File: src/rtl/dmx_pkg.sv
package dmx_pkg;

  // Where a decoded access lands.
  typedef enum logic [1:0] {
    K_RAM     = 2'd0,  // populated RAM array
    K_PTR     = 2'd1,  // pointer register flops
    K_HOLE    = 2'd2,  // unpopulated: invalid access
    K_FOREIGN = 2'd3   // upper base I/O space, served elsewhere
  } acc_kind_e;

  // Pointer register selects, taken from the low address bits.
  localparam logic [1:0] PSEL_X  = 2'd0;
  localparam logic [1:0] PSEL_SP = 2'd1;
  localparam logic [1:0] PSEL_B  = 2'd2;
  localparam logic [1:0] PSEL_S  = 2'd3;

endpackage

File: src/rtl/dmx_decode.sv
module dmx_decode
  import dmx_pkg::*;
#(
  parameter int ADDR_W    = 8,
  parameter int SEG_W     = 8,
  parameter int POP_SEGS  = 4,
  parameter int BASE_LAST = 'h6F,
  localparam int OFF_W    = ADDR_W - 1,
  localparam int SEL_W    = $clog2(POP_SEGS),
  localparam int IDX_W    = SEL_W + OFF_W
) (
  input  logic [ADDR_W-1:0] addr,
  input  logic              stack,
  input  logic [SEG_W-1:0]  seg,
  output acc_kind_e         kind,
  output logic [IDX_W-1:0]  idx,
  output logic [1:0]        ptr_sel
);

  logic [OFF_W-1:0] off;
  logic [SEG_W-1:0] seg_eff;
  logic             upper;
  logic             reg_window;
  logic             ptr_slot;

  always_comb begin
    off        = addr[OFF_W-1:0];
    upper      = addr[ADDR_W-1];
    reg_window = &off[OFF_W-1:4];
    ptr_slot   = &off[3:2];
    // Stack-relative traffic is pinned to the base segment.
    seg_eff    = stack ? '0 : seg;
    ptr_sel    = addr[1:0];
  end

  always_comb begin
    kind = K_FOREIGN;
    idx  = '0;
    if (upper) begin
      if (reg_window) begin
        if (ptr_slot) begin
          kind = K_PTR;
        end else begin
          // General registers fold into the unused tail of segment 0.
          kind = K_RAM;
          idx  = {{SEL_W{1'b0}}, off};
        end
      end
    end else if (seg_eff == '0) begin
      if (off <= OFF_W'(BASE_LAST)) begin
        kind = K_RAM;
        idx  = {{SEL_W{1'b0}}, off};
      end else begin
        kind = K_HOLE;
      end
    end else if (seg_eff < SEG_W'(POP_SEGS)) begin
      kind = K_RAM;
      idx  = {seg_eff[SEL_W-1:0], off};
    end else begin
      kind = K_HOLE;
    end
  end

endmodule

File: src/rtl/dmx_ptr_bank.sv
module dmx_ptr_bank
  import dmx_pkg::*;
#(
  parameter int DATA_W  = 8,
  parameter int SP_INIT = 'h6F
) (
  input  logic                 clk,
  input  logic                 rst_n,
  input  logic                 wr_en,
  input  logic [1:0]           wr_sel,
  input  logic [DATA_W-1:0]    wr_data,
  output logic [3:0][DATA_W-1:0] regs_o
);

  for (genvar g = 0; g < 4; g++) begin : g_reg
    localparam logic [DATA_W-1:0] RST_VAL =
      (g == int'(PSEL_SP)) ? DATA_W'(SP_INIT) : '0;

    logic              en;
    logic [DATA_W-1:0] q;
    logic [DATA_W-1:0] q_nxt;

    always_comb begin
      en    = wr_en && (wr_sel == 2'(g));
      q_nxt = wr_data;
    end

    always_ff @(posedge clk or negedge rst_n) begin
      if (!rst_n) begin
        q <= RST_VAL;
      end else if (en) begin
        q <= q_nxt;
      end
    end

    assign regs_o[g] = q;
  end

  // The segment register moves only on a write addressed to it.
  p_seg_hold_r3: assert property (@(posedge clk) disable iff (!rst_n)
    !(wr_en && wr_sel == PSEL_S) |=> $stable(regs_o[3]));

endmodule

File: src/rtl/dmx_ram.sv
module dmx_ram #(
  parameter int DATA_W = 8,
  parameter int DEPTH  = 512,
  localparam int AW    = $clog2(DEPTH)
) (
  input  logic              clk,
  input  logic              en,
  input  logic              we,
  input  logic [AW-1:0]     idx,
  input  logic [DATA_W-1:0] wdata,
  output logic [DATA_W-1:0] q
);

  // Contents are left undefined at power-up.
  logic [DATA_W-1:0] mem [DEPTH];

  // Read-before-write: a write returns the prior content.
  always_ff @(posedge clk) begin
    if (en) begin
      q <= mem[idx];
      if (we) begin
        mem[idx] <= wdata;
      end
    end
  end

endmodule

File: src/rtl/dmx_seg_extender.sv
module dmx_seg_extender
  import dmx_pkg::*;
#(
  parameter int DATA_W    = 8,
  parameter int POP_SEGS  = 4,
  parameter int BASE_LAST = 'h6F,
  parameter int SP_INIT   = 'h6F,
  localparam int ADDR_W   = DATA_W,
  localparam int OFF_W    = ADDR_W - 1,
  localparam int SEL_W    = $clog2(POP_SEGS),
  localparam int IDX_W    = SEL_W + OFF_W,
  localparam int DEPTH    = POP_SEGS << OFF_W
) (
  input  logic              clk,
  input  logic              rst_n,
  input  logic              acc_valid,
  input  logic              acc_write,
  input  logic [ADDR_W-1:0] acc_addr,
  input  logic [DATA_W-1:0] acc_wdata,
  input  logic              acc_stack,
  output logic [DATA_W-1:0] rd_data,
  output logic              rd_invalid
);

  // Reset: asserted asynchronously, released after two edges.
  logic rst_meta;
  logic rst_sync_n;

  always_ff @(posedge clk or negedge rst_n) begin
    if (!rst_n) begin
      rst_meta   <= 1'b0;
      rst_sync_n <= 1'b0;
    end else begin
      rst_meta   <= 1'b1;
      rst_sync_n <= rst_meta;
    end
  end

  // Pointer registers and the current segment.
  logic [3:0][DATA_W-1:0] ptr_regs;
  logic [DATA_W-1:0]      seg_cur;

  assign seg_cur = ptr_regs[PSEL_S];

  // Address decode.
  acc_kind_e         dec_kind;
  logic [IDX_W-1:0]  dec_idx;
  logic [1:0]        dec_psel;

  dmx_decode #(
    .ADDR_W   (ADDR_W),
    .SEG_W    (DATA_W),
    .POP_SEGS (POP_SEGS),
    .BASE_LAST(BASE_LAST)
  ) u_decode (
    .addr   (acc_addr),
    .stack  (acc_stack),
    .seg    (seg_cur),
    .kind   (dec_kind),
    .idx    (dec_idx),
    .ptr_sel(dec_psel)
  );

  // Strobes.
  logic ram_en;
  logic ram_we;
  logic ptr_we;
  logic hit_ptr;
  logic hit_hole;

  always_comb begin
    ram_en   = acc_valid && (dec_kind == K_RAM);
    ram_we   = ram_en && acc_write;
    hit_ptr  = acc_valid && (dec_kind == K_PTR);
    ptr_we   = hit_ptr && acc_write;
    hit_hole = acc_valid && (dec_kind == K_HOLE);
  end

  dmx_ptr_bank #(
    .DATA_W (DATA_W),
    .SP_INIT(SP_INIT)
  ) u_ptr (
    .clk    (clk),
    .rst_n  (rst_sync_n),
    .wr_en  (ptr_we),
    .wr_sel (dec_psel),
    .wr_data(acc_wdata),
    .regs_o (ptr_regs)
  );

  logic [DATA_W-1:0] ram_q;

  dmx_ram #(
    .DATA_W(DATA_W),
    .DEPTH (DEPTH)
  ) u_ram (
    .clk  (clk),
    .en   (ram_en),
    .we   (ram_we),
    .idx  (dec_idx),
    .wdata(acc_wdata),
    .q    (ram_q)
  );

  // Response registers: next-state logic.
  acc_kind_e         kind_q,  kind_nxt;
  logic [DATA_W-1:0] ptr_q,   ptr_nxt;
  logic              inv_q,   inv_nxt;
  logic              rsp_en;

  always_comb begin
    rsp_en   = acc_valid;
    kind_nxt = dec_kind;
    ptr_nxt  = hit_ptr ? ptr_regs[dec_psel] : ptr_q;
    inv_nxt  = hit_hole;
  end

  always_ff @(posedge clk or negedge rst_sync_n) begin
    if (!rst_sync_n) begin
      kind_q <= K_FOREIGN;
      ptr_q  <= '0;
      inv_q  <= 1'b0;
    end else begin
      inv_q <= inv_nxt;
      if (rsp_en) begin
        kind_q <= kind_nxt;
        ptr_q  <= ptr_nxt;
      end
    end
  end

  always_comb begin
    case (kind_q)
      K_RAM:   rd_data = ram_q;
      K_PTR:   rd_data = ptr_q;
      default: rd_data = '0;
    endcase
    rd_invalid = inv_q;
  end

  // Upper half never counts as unpopulated.
  p_upper_never_hole_r1: assert property (@(posedge clk) disable iff (!rst_sync_n)
    (acc_valid && acc_addr[ADDR_W-1]) |-> (dec_kind != K_HOLE));

  // Stack-relative lower accesses resolve into segment 0.
  p_stack_base_seg_r3: assert property (@(posedge clk) disable iff (!rst_sync_n)
    (acc_valid && acc_stack && !acc_addr[ADDR_W-1] && dec_kind == K_RAM)
      |-> (dec_idx[IDX_W-1:OFF_W] == '0));

  // An invalid response always carries zero data.
  p_invalid_zero_r4: assert property (@(posedge clk) disable iff (!rst_sync_n)
    rd_invalid |-> (rd_data == '0));

  // The four unused slots behind the pointer addresses are never written.
  p_ram_slot_guard_r5: assert property (@(posedge clk) disable iff (!rst_sync_n)
    ram_we |-> !((dec_idx[IDX_W-1:OFF_W] == '0) && (&dec_idx[OFF_W-1:2])));

  // A segment write is visible on the following cycle.
  p_seg_update_r8: assert property (@(posedge clk) disable iff (!rst_sync_n)
    (acc_valid && acc_write && acc_addr == {ADDR_W{1'b1}})
      |=> (seg_cur == $past(acc_wdata)));

endmodule

File: config.mk
export PLATFORM = sky130hd
export DESIGN_NAME = dmx_seg_extender
export DESIGN_NICKNAME = d
export VERILOG_FILES = /design/src/rtl/dmx_pkg.sv /design/src/rtl/dmx_decode.sv /design/src/rtl/dmx_ptr_bank.sv /design/src/rtl/dmx_ram.sv /design/src/rtl/dmx_seg_extender.sv
export SDC_FILE = /design/constraint.sdc
export NUM_CORES = 2
export LEC_CHECK = 0
export ABC_CLOCK_PERIOD_IN_PS = 1700
export CORE_ASPECT_RATIO = 0.8
export CORE_MARGIN = 5
export CORE_UTILIZATION = 60
export CTS_CLUSTER_SIZE = 30
export DETAILED_ROUTE_END_ITERATION = 8
export PLACE_DENSITY_LB_ADDON = 0.12
export SYNTH_ARGS = -nofsm -noshare
export SYNTH_HDL_FRONTEND = slang
export SYNTH_HIERARCHICAL = 1
export SYNTH_SLANG_ARGS = --single-unit
export TNS_END_PERCENT = 100
File: constraint.sdc
create_clock -name clk -period 1.7 [get_ports clk]
set_input_delay 0.17 -clock clk [delete_from_list [all_inputs] [get_ports clk]]
set_output_delay 0.17 -clock clk [all_outputs]
set_load 0.05 [all_outputs]
==> reports/metrics.yaml <==
ant_nets: 0
cts_tree: "built"
critPathBufInv: 7
final_util_pct: 74.4
r2r-start: "u_ptr/g_reg[3].q[7]"
die-area_sq_um: 279000
synthCells: 7727
die_h_microns: 474
rsz0062_at_grt: "true"
drv_cap: 0
endpoint_kind: "register"
synth_warnings: 6
nFillCells: 14600
yosysTopAreaCellShare_pct: 76.4
grt_max_degree: 104
ys_seq_area_share_pct: 77.1
synth_common_cells: "edfxtp_1 (4104), mux4_2 (870), nor2_1 (601)"
grt_usage_pct: 32.7
routedWlPerCell_microns: 34.9
min_period_ns: 4.71
grt_remaining_overflow: 0
clk_latency_ns: 0.93
syn2layout_area_growth_pct: 23.5
nNetsFinal: 9349
peakVddDrop_mv: 1.02
worst-endpoint-arrival_ns: 5.36
drtPass1Iterations: 9
r2r_slack_ns: -3.01
cts-buffers-inserted: 390
finalClockSkew_ns: 0.0560
syn-cell-area_sq_um: 161000
pre_cts_slack_ns: -3.97
cts_buffer_depth: 4
synthTopCellsByArea: "edfxtp_1 (76%), mux4_2 (12%), mux2i_1 (3.3%)"
synthFlopType: "edfxtp_1"
multi_input_area_sq_um: 38300
dr.first_iter.drc_count: 12900
place_congestion: 0.919
drv_slew: 0
fp-row-count: 170
vias: 89000
mappedNetlistNets: 7748
critPathSlowestCell: "or4_1"
synth_most_common_cell: "edfxtp_1"
setup_viol: 4162
start_kind: "register"
ioPinCount: 30
hold_path_depth: 3
clockRootBuffer: "clkbuf_16"
violations: "setup timing"
die_x_microns: 590
hold_path.startpoint: "acc_valid"
path_class: "reg2reg"
avgSynthCellArea_sq_um: 20.9
power.density_nw_per_um2: 1100
ys_types: 78
crit_chain: "nor4_4 > a21oi_2 > buf_6 > o41ai_4 > buf_4 > buf_12 > buf_16 > buf_12 > buf_16 > mux4_2 > mux4_2 > a22oi_2 > nand2_1 > a21oi_2 > buf_4 > nand4_1 > or4_1"
synth_edf_count: 4104
yosys.area.top_type: "edfxtp_1"
reg2reg_depth: 17
fin_area_sq_um: 199000
p_leak_nw: 64.6
min_period_over_period_pct: 277
start_util_pct: 60.2
regArea_sq_um: 124000
fin_setup_tns_ns: -8410.10
relSlewSlack_pct: 33.2
hp-class: "in2reg"
clkTransAtPathRegs_ns: 0.07
min_to: "rd_invalid"
wl_microns: 460000
port-buffer-count: 29
async_flop_share_pct: 1.08
path_depth: 17
ys_ff_latch: 4149
cts_num_sinks: 4149
grt_pass1_wl_microns: 649000
placed_area_sq_um: 182000
setup_ws_ns: -3.01
core_sq_um: 268000
antenna_found_initial: 17
outcome: "complete, but fails checks"
grt_pass1_vias: 87400
hpwlAfterDp_microns: 301000
cpPeakStageDelay_ns: 0.56
worst_pin_slew_ns: 0.997
crit_fanout: 7
drive_gt1_share_pct: 39.3
critPathRequiredTime_ns: 2.35
htreeDepth: 5
avgViaCountPerCell: 6.75
fmax_ghz: 0.212
hold_viol: 0
cpLargestDelayFamily: "simple AND/OR/NAND/NOR gates"
reg2reg_to: "u_ram/q[3]"
drc: 0
cells in the final DEF, fill, tap and decap left out, types with 46 or more instances in the layout:
| cell type | instances |
|---|---|
| clkinv_1 | 88 |
| nand3_1 | 59 |
| clkbuf_1 | 79 |
| mux2_2 | 52 |
| nor2_2 | 119 |
| buf_4 | 1139 |
| o22ai_1 | 172 |
| a22oi_1 | 111 |
| nor2_1 | 178 |
| o21ai_0 | 51 |
| clkbuf_16 | 408 |
| nor2_4 | 304 |
| mux2i_1 | 500 |
| a21oi_1 | 46 |
| clkinv_2 | 74 |
| edfxtp_1 | 4104 |
| nand2_1 | 81 |
| buf_12 | 421 |
| mux4_2 | 870 |
registers in the layout, indices dropped and copies added (netlist names):
register and flops:
kind_q 2, ptr_q 8, rd_invalid 1, rst_meta 1, rst_sync_n 1, u_ptr/g.q 32
u_ram/mem 4096, u_ram/q 8
power breakdown:
part / leakage (nW) / internal, mW / switching (mW)
Clock: 6.09 / 49.0 / 37.4
Combinational: 21.0 / 9.10 / 11.1
Sequential: 37.4 / 113 / 0.217
Total: 64.6 / 171 / 48.6
worst min-delay path, stage by stage:
cell	delay [ns]
clkdlybuf4s50_1	0.45
buf_4	0.16
and3b_1	0.16
layer usage:
metal  global-route usage, %  wire length (microns)
met1                    48.5                 174000
met4                    10.7                  17300
met3                    8.72                  59000
met5                       0                     27
met2                    48.2                 210000
worst max-delay path by stage:
stage                              from  slack, ns                end
floorplan           u_ptr/g_reg[3].q[7]      -2.08  u_ram/mem[294][0]
global placement              acc_stack      -4.99         u_ram/q[6]
detailed placement  u_ptr/g_reg[3].q[7]      -3.97         u_ram/q[2]
CTS                 u_ptr/g_reg[3].q[4]      -2.93         u_ram/q[3]
global route        u_ptr/g_reg[3].q[7]      -3.05         u_ram/q[3]
finish              u_ptr/g_reg[3].q[7]      -3.01         u_ram/q[3]
area by class of cell:
cell class,count,area share (%)
antenna,16,0.0201
clock buffer,477,5.15
clock inverter,236,1.12
inverter,11,0.0270
multi-input combinational,3078,19.2
sequential,4149,62.4
tap,3526,2.21
timing repair buffer,1698,9.79
per-stage QoR:
| step | hold WS, ns | std cells | power (mW) |
|---|---|---|---|
| CTS | 0.0385 | 13100 | 219 |
| detailed placement | 0.339 | 12300 | 133 |
| global route | 0.0668 | 13200 | 225 |
| floorplan | -0.126 | 7727 | 124 |
| global placement | 0.338 | 12300 | 133 |
| finish | 0.0837 | 13200 | 219 |
logic make-up (layout without fill, tap and decap cells):
kind of cell    count (synthesis)  count (layout)  share of synthesized area [%]
compound gates                652             652                           2.82
buf+inv                       500            2422                           1.52
flops                        4149            4149                           77.1
mux                          1457            1457                           15.9
other cells                     1              17                        0.00233
simple gates                  968             968                           2.67
what timing repair did:
item                                   in CTS  in global routing
gates resized for setup                   251                182
cloned                                     15                  9
setup endpoints to repair                4162               4162
endpoints found under the hold margin    2437                  0
hold buffers                               10                  0
buffers inserted                           44                 94
pin swaps                                  45                 64
(Power assumes the default switching activity.)
